<file path="config.mk">
export PLATFORM = sky130hd
export DESIGN_NAME = sdhc_glue_regs
export DESIGN_NICKNAME = d
export VERILOG_FILES = /design/src/rtl/sdhc_glue_pkg.sv /design/src/rtl/sdhc_glue_decode.sv /design/src/rtl/sdhc_glue_gregs.sv /design/src/rtl/sdhc_glue_regs.sv
export SDC_FILE = /design/constraint.sdc
export NUM_CORES = 2
export LEC_CHECK = 0
export BUFFER_PORTS_ARGS = -buffer_cell sky130_fd_sc_hd__buf_4
export CORE_MARGIN = 10
export CORE_UTILIZATION = 45
export CTS_BUF_LIST = sky130_fd_sc_hd__clkbuf_8
export CTS_CLUSTER_SIZE = 14
export DETAILED_ROUTE_END_ITERATION = 16
export HOLD_SLACK_MARGIN = 0.15
export PLACE_DENSITY_LB_ADDON = 0.2
export REMOVE_ABC_BUFFERS = 1
export SLEW_MARGIN = 20
export SYNTH_ARGS = -nofsm -noshare
export SYNTH_HDL_FRONTEND = slang
export SYNTH_SLANG_ARGS = --single-unit
export TNS_END_PERCENT = 20
</file>
<file path="constraint.sdc">
create_clock -name clk -period 1.96 [get_ports clk]
set_clock_uncertainty 0.05 [all_clocks]
set_input_delay 0.294 -clock clk [delete_from_list [all_inputs] [get_ports clk]]
set_output_delay 0.294 -clock clk [all_outputs]
set_load 0.005 [all_outputs]
</file>
<file path="src/rtl/sdhc_glue_pkg.sv">
package sdhc_glue_pkg;

    localparam int unsigned MAX_SLOTS  = 2;
    localparam int unsigned NWORD      = 64;
    localparam logic [5:0]  W_INFO     = 6'd0;
    localparam logic [5:0]  W_DEBOUNCE = 6'd1;
    localparam logic [5:0]  W_IRQ      = 6'd63;
    localparam logic [31:0] DEBOUNCE_RST = 32'h0000_0005;

    typedef enum logic [1:0] {
        ACC_GLOBAL,
        ACC_SLOT,
        ACC_VOID,
        ACC_BAD
    } acc_kind_e;

    typedef enum logic [1:0] {
        RSP_IDLE,
        RSP_DATA,
        RSP_FAULT
    } rsp_state_e;

    // Word index of slot n's capability word; maximum-current sits two words on.
    function automatic logic [5:0] cap_word(input int unsigned n);
        return 6'(4 + 4 * n);
    endfunction

    function automatic logic [31:0] word_reset(input logic [5:0] idx,
                                               input int unsigned nslot,
                                               input logic [31:0] cap);
        logic [31:0] v;
        v = '0;
        if (idx == W_INFO) begin
            for (int unsigned n = 0; n < MAX_SLOTS; n++)
                if (n < nslot) v[16 + n] = 1'b1;
        end else if (idx == W_DEBOUNCE) begin
            v = DEBOUNCE_RST;
        end else begin
            for (int unsigned n = 0; n < MAX_SLOTS; n++)
                if (n < nslot && idx == cap_word(n)) v = cap;
        end
        return v;
    endfunction

endpackage

</file>
<file path="src/rtl/sdhc_glue_decode.sv">
module sdhc_glue_decode
    import sdhc_glue_pkg::*;
#(
    parameter int unsigned NSLOT = 2,
    localparam int unsigned SW   = (NSLOT > 1) ? $clog2(NSLOT) : 1
) (
    input  logic [11:0]   addr,
    input  logic [3:0]    be,
    output acc_kind_e     kind,
    output logic [5:0]    widx,
    output logic [SW-1:0] sidx
);

    logic [3:0] page;
    logic [3:0] page_m1;

    always_comb begin
        page    = addr[11:8];
        page_m1 = page - 4'd1;
        widx    = addr[7:2];
        sidx    = page_m1[SW-1:0];
        if (addr[1:0] != 2'b00 || be != 4'hF)
            kind = ACC_BAD;
        else if (page == 4'd0)
            kind = ACC_GLOBAL;
        else if (page <= 4'(NSLOT))
            kind = ACC_SLOT;
        else
            kind = ACC_VOID;
    end

endmodule

</file>
<file path="src/rtl/sdhc_glue_gregs.sv">
module sdhc_glue_gregs
    import sdhc_glue_pkg::*;
#(
    parameter int unsigned NSLOT     = 2,
    parameter logic [31:0] CAP_RESET = 32'h0570_12B4
) (
    input  logic               clk,
    input  logic               rst_n,
    input  logic               wr_en,
    input  logic [5:0]         wr_idx,
    input  logic [31:0]        wr_data,
    input  logic [5:0]         rd_idx,
    output logic [31:0]        rd_data,
    input  logic [NSLOT-1:0]   irq_in,
    output logic [NSLOT*32-1:0] cap_o,
    output logic [NSLOT*32-1:0] curr_o,
    output logic               irq_o,
    output logic               soft_rst_o
);

    logic [NWORD-1:0][31:0] mem;
    logic                   soft_rst_q;

    always_ff @(posedge clk or negedge rst_n) begin
        if (!rst_n) begin
            for (int w = 0; w < NWORD; w++)
                mem[w] <= word_reset(6'(w), NSLOT, CAP_RESET);
            soft_rst_q <= 1'b0;
        end else begin
            if (wr_en && wr_idx != W_IRQ)
                mem[wr_idx] <= (wr_idx == W_INFO) ? (wr_data & ~32'h1) : wr_data;
            mem[W_IRQ] <= {{(32 - NSLOT){1'b0}}, irq_in};
            soft_rst_q <= wr_en && (wr_idx == W_INFO) && wr_data[0];
        end
    end

    assign rd_data    = mem[rd_idx];
    assign irq_o      = |mem[W_IRQ];
    assign soft_rst_o = soft_rst_q;

    for (genvar n = 0; n < NSLOT; n++) begin : g_slot_shadow
        assign cap_o[n*32 +: 32]  = mem[cap_word(n)];
        assign curr_o[n*32 +: 32] = mem[cap_word(n) + 6'd2];
    end

endmodule

</file>
<file path="src/rtl/sdhc_glue_regs.sv">
module sdhc_glue_regs
    import sdhc_glue_pkg::*;
#(
    parameter int unsigned NSLOT     = 2,
    parameter logic [31:0] CAP_RESET = 32'h0570_12B4,
    localparam int unsigned SW       = (NSLOT > 1) ? $clog2(NSLOT) : 1
) (
    input  logic                clk,
    input  logic                rst_n,
    input  logic                req_valid,
    input  logic                req_write,
    input  logic [11:0]         req_addr,
    input  logic [3:0]          req_be,
    input  logic [31:0]         req_wdata,
    output logic                rsp_valid,
    output logic                rsp_err,
    output logic [31:0]         rsp_rdata,
    output logic [NSLOT-1:0]    slot_req,
    output logic                slot_we,
    output logic [7:0]          slot_off,
    output logic [31:0]         slot_wdata,
    input  logic [NSLOT*32-1:0] slot_rdata,
    output logic [NSLOT*32-1:0] slot_cap,
    output logic [NSLOT*32-1:0] slot_curr,
    input  logic [NSLOT-1:0]    slot_irq_in,
    output logic                irq_out,
    output logic                ctrl_soft_rst
);

    acc_kind_e     kind;
    logic [5:0]    widx;
    logic [SW-1:0] sidx;
    logic [31:0]   greg_rd;
    logic [31:0]   rd_next;
    logic [31:0]   rdata_q;
    rsp_state_e    state_q, state_d;

    sdhc_glue_decode #(.NSLOT(NSLOT)) u_decode (
        .addr (req_addr),
        .be   (req_be),
        .kind (kind),
        .widx (widx),
        .sidx (sidx)
    );

    sdhc_glue_gregs #(.NSLOT(NSLOT), .CAP_RESET(CAP_RESET)) u_gregs (
        .clk        (clk),
        .rst_n      (rst_n),
        .wr_en      (req_valid && req_write && kind == ACC_GLOBAL),
        .wr_idx     (widx),
        .wr_data    (req_wdata),
        .rd_idx     (widx),
        .rd_data    (greg_rd),
        .irq_in     (slot_irq_in),
        .cap_o      (slot_cap),
        .curr_o     (slot_curr),
        .irq_o      (irq_out),
        .soft_rst_o (ctrl_soft_rst)
    );

    for (genvar n = 0; n < NSLOT; n++) begin : g_slot_sel
        assign slot_req[n] = req_valid && (kind == ACC_SLOT) && (sidx == SW'(n));
    end
    assign slot_we    = req_write;
    assign slot_off   = req_addr[7:0];
    assign slot_wdata = req_wdata;

    // Next-state and captured read data.
    always_comb begin
        state_d = RSP_IDLE;
        rd_next = '0;
        if (req_valid) begin
            unique case (kind)
                ACC_BAD:    state_d = RSP_FAULT;
                ACC_GLOBAL: begin
                    state_d = RSP_DATA;
                    if (!req_write) rd_next = greg_rd;
                end
                ACC_SLOT:   begin
                    state_d = RSP_DATA;
                    if (!req_write) rd_next = slot_rdata[sidx*32 +: 32];
                end
                ACC_VOID:   state_d = RSP_DATA;
            endcase
        end
    end

    always_ff @(posedge clk or negedge rst_n) begin
        if (!rst_n) begin
            state_q <= RSP_IDLE;
            rdata_q <= '0;
        end else begin
            state_q <= state_d;
            rdata_q <= rd_next;
        end
    end

    // Outputs from the response state.
    always_comb begin
        rsp_valid = 1'b0;
        rsp_err   = 1'b0;
        rsp_rdata = '0;
        unique case (state_q)
            RSP_IDLE:  ;
            RSP_DATA:  begin
                rsp_valid = 1'b1;
                rsp_rdata = rdata_q;
            end
            RSP_FAULT: begin
                rsp_valid = 1'b1;
                rsp_err   = 1'b1;
            end
            default:   ;
        endcase
    end

endmodule

</file>
==> results.ini <==
[power_and_ir_drop]
internal_power_w=0.0664
p_switching_w=0.0220
combPwrFrac_pct=7.3
seqPwrFrac_pct=48.0
p_clk_share_pct=44.7
irDropWorstVdd_mv=0.644
p_per_area_nw_per_um2=743
leakagePower_nw=59.0
netSwitchingFraction_pct=24.9

[critical_path]
worst-setup-path-type=reg2out
arrival_ns=2.24
cp_max_fo=7
crit_path_end_kind=output pin
required_ns=1.62
worst_setup_path_start_kind=flip-flop
reg2reg_from=u_gregs.mem[1454]$_DFFE_PN0P_
startpoint=state_q[0]$_DFF_PN0_

[sta]
fmax_mhz=386
post-route-period-util_pct=132
setup_viol=209
slew_viol_final=0
slew_headroom_pct=46.3
setup_ws_ns=-0.629
rsz0062_at_grt=true
hold_viol=0
whs_ns=0.150
period_minus_slack_ns=2.59
tightestPinTransition_ns=0.806

[cts]
cts_buffer_depth=4
clk_pin_slew_worst_paths_ns=0.07
cts_buffers=360
cts_tree=built
htree_levels=5
cts_root_buffer=clkbuf_8
clkSinkCount=2053
clk_latency_ns=1.10

[synthesis]
synth.yosys.seq_area_share_pct=53.7
postSynthCellCount=7062
synthArstFlopShare_pct=100
ys.flop_type=dfrtp_1
ys_ff_latch=2053
synth_edf_count=0
synth.avg_cell_area_um2=13.6
syn_area_um2=95700
yosys_warnings=0
synth.distinct_cells=70

[drt]
drt_iter0_markers=5476
vias_per_cell=5.96
drtPass1Iterations=6
post_drt_wl_per_cell_um=29.1
ant_nets=0
via_count=65900
drc=0
drt_wl_total_mm=322

[layout]
ff_latch_area_um2=51400
final_area_um2=119000
area_delta_synth_final_pct=24.1
multiInputGateArea_um2=41100
drive_above_1_share_pct=50.8
nFillCells=17200
final_core_util_pct=56.1
fin_cells=11100
finalNetCount=8090

[floorplan]
core_um2=212000
initial_utilization_pct=45.2
die_w_um=481
num_rows=169
die-area_um2=232000
fp.dieH_um=481
io_pins=325

[hold_path]
min_from=req_wdata[13]
hp-class=in2reg

[run]
max_cap_violations=0

[place]
dp.cells=10200
placed_area_um2=107000
gp_congestion=0.901
hpwl_mm=212
pre_cts_ws_ns=-1.79
io_buffers=324

[global_route]
antenna_found_initial=19
grtUsageTotal_pct=27.2
grt_pass1_wl_mm=470
grt_overflow=0
grt_pass1_vias=68300
grt_max_degree=115

[run_status]
violations=negative setup slack
run_status=finished, violations left

[Yosys cell counts, types with 58 or more instances]
| cell type | number | share of area (%) |
|---|---|---|
| o22ai_1 | 200 | 1.3 |
| o22a_1 | 64 | 0.59 |
| mux2_2 | 2003 | 24 |
| mux4_2 | 98 | 2.3 |
| buf_4 | 195 | 1.5 |
| a221o_1 | 132 | 1.4 |
| buf_1 | 61 | 0.24 |
| mux2i_1 | 406 | 4.2 |
| a22oi_1 | 88 | 0.69 |
| a221oi_1 | 58 | 0.53 |
| buf_2 | 292 | 1.5 |
| clkbuf_1 | 326 | 1.3 |
| dfrtp_1 | 2027 | 53 |
| o21ai_0 | 133 | 0.70 |
| nor3b_1 | 69 | 0.54 |
| nand2_1 | 191 | 0.75 |
| a21oi_1 | 96 | 0.50 |
| nand2_2 | 58 | 0.38 |
[metal layers]
layer / vias to the layer above / wire length [um] / track usage (%) / part of all wire [%]
met2: 2378 / 145000 / 41.7 / 45
met3: 657 / 21600 / 5.00 / 6.7
met1: 35000 / 137000 / 36.9 / 43
met4: 4 / 18300 / 13.9 / 5.7
met5: - / 27 / 0 / 0.0084
li1: 27800 / - / - / -
[final timing paths]
| path | slack (ns) | to | cells past startpoint |
|---|---|---|---|
| worst max-delay path | -0.63 | rsp_rdata[23] | 5 |
| worst min-delay path | 0.15 | u_gregs.mem[237]$_DFFE_PN0P_ | 7 |
| worst max register to register | -0.60 | rdata_q[14]$_DFF_PN0_ | 6 |
| worst min register to register | 0.43 | u_gregs.mem[32]$_DFFE_PN1P_ | 2 |
| max in group asynchronous | 0.39 | u_gregs.cap_o[9]$_DFFE_PN1P_ | 6 |
| min in group asynchronous | 0.45 | u_gregs.mem[977]$_DFFE_PN0P_ | 4 |
[power groups by stage]
stage	sequential [W]	combinational [W]	clock [W]
final	0.0424	0.00645	0.0395
after global routing	0.0424	0.00678	0.0421
after CTS	0.0424	0.00636	0.0401
after detailed placement	0.0432	0.00585	0
after global placement	0.0432	0.00580	0
after floorplan	0.0432	0.00103	0
[sequential cells by signal, indices dropped and copies added (netlist names)]
| register | flops |
|---|---|
| u_gregs.curr_o | 64 |
| u_gregs.soft_rst_o | 1 |
| u_gregs.cap_o | 64 |
| state_q | 2 |
| u_gregs.mem | 1890 |
| rdata_q | 32 |
[per-stage QoR]
stage,TNS (ns),power [W]
floorplan,-2739.99,0.0442
detailed placement,-1520.19,0.0490
finish,-36.84,0.0883
global placement,-1488.59,0.0490
CTS,-61.12,0.0889
global route,-48.89,0.0913
[cells by family (layout without fill, tap and decap cells)]
family / count (synthesis) / after routing / synth area share [%]
AOI/OAI and AO/OA: 977 / 977 / 7.51
adders and majority gates: 2 / 2 / 0.0261
DFF: 2053 / 2053 / 53.7
muxes: 2507 / 2507 / 30.1
other: 0 / 8 / 0
and+or+nand+nor: 595 / 595 / 3.65
buffers and inverters: 927 / 2095 / 4.99
xor gates and xnor gates: 1 / 1 / 0.00915
[critical path, cell delays in order (launching register included)]
cell	delay, ns
dfrtp_1	0.41
ha_4	0.19
buf_12	0.15
buf_6	0.13
and2_4	0.16
buf_6	0.11
[final cells by class]
class                      instances  area share (%)
antenna                            8          0.0168
clock buffer                     467            5.41
clock inverter                   155           0.619
inverter                          26          0.0884
multi-input combinational       4082            34.6
sequential                      2053            43.3
tap                             2821            2.97
timing repair buffer            1447            13.1
[placed cells by master, fill, tap and decap left out, drive strengths merged, types with 13 or more instances in the layout]
master       count
o2bb2ai         26
a31oi           28
o22ai          200
mux4            98
inv            152
clkbuf         468
a22oi           88
nand2b          24
o21ai          134
mux2i          406
o41ai           33
and2            38
nor2            39
buf           1270
dfrtp         2027
mux2          2003
a21oi           96
a2111oi         26
nor3b           70
nand2          249
clkinv          20
dfstp           26
nor2b           48
a32oi           26
a22o            13
o22a            64
o221ai          13
a221o          132
nand4           39
a221oi          58
dlygate4sd3    175
[repair_timing]
action,CTS,global route
pin swaps,93,97
hold buffers,192,2
gates resized for setup,436,130
setup buffers,1,36
endpoints found under the setup margin,200,1040
endpoints found under the hold margin,4106,30
cloned,1,0
(Power assumes the default switching activity.)
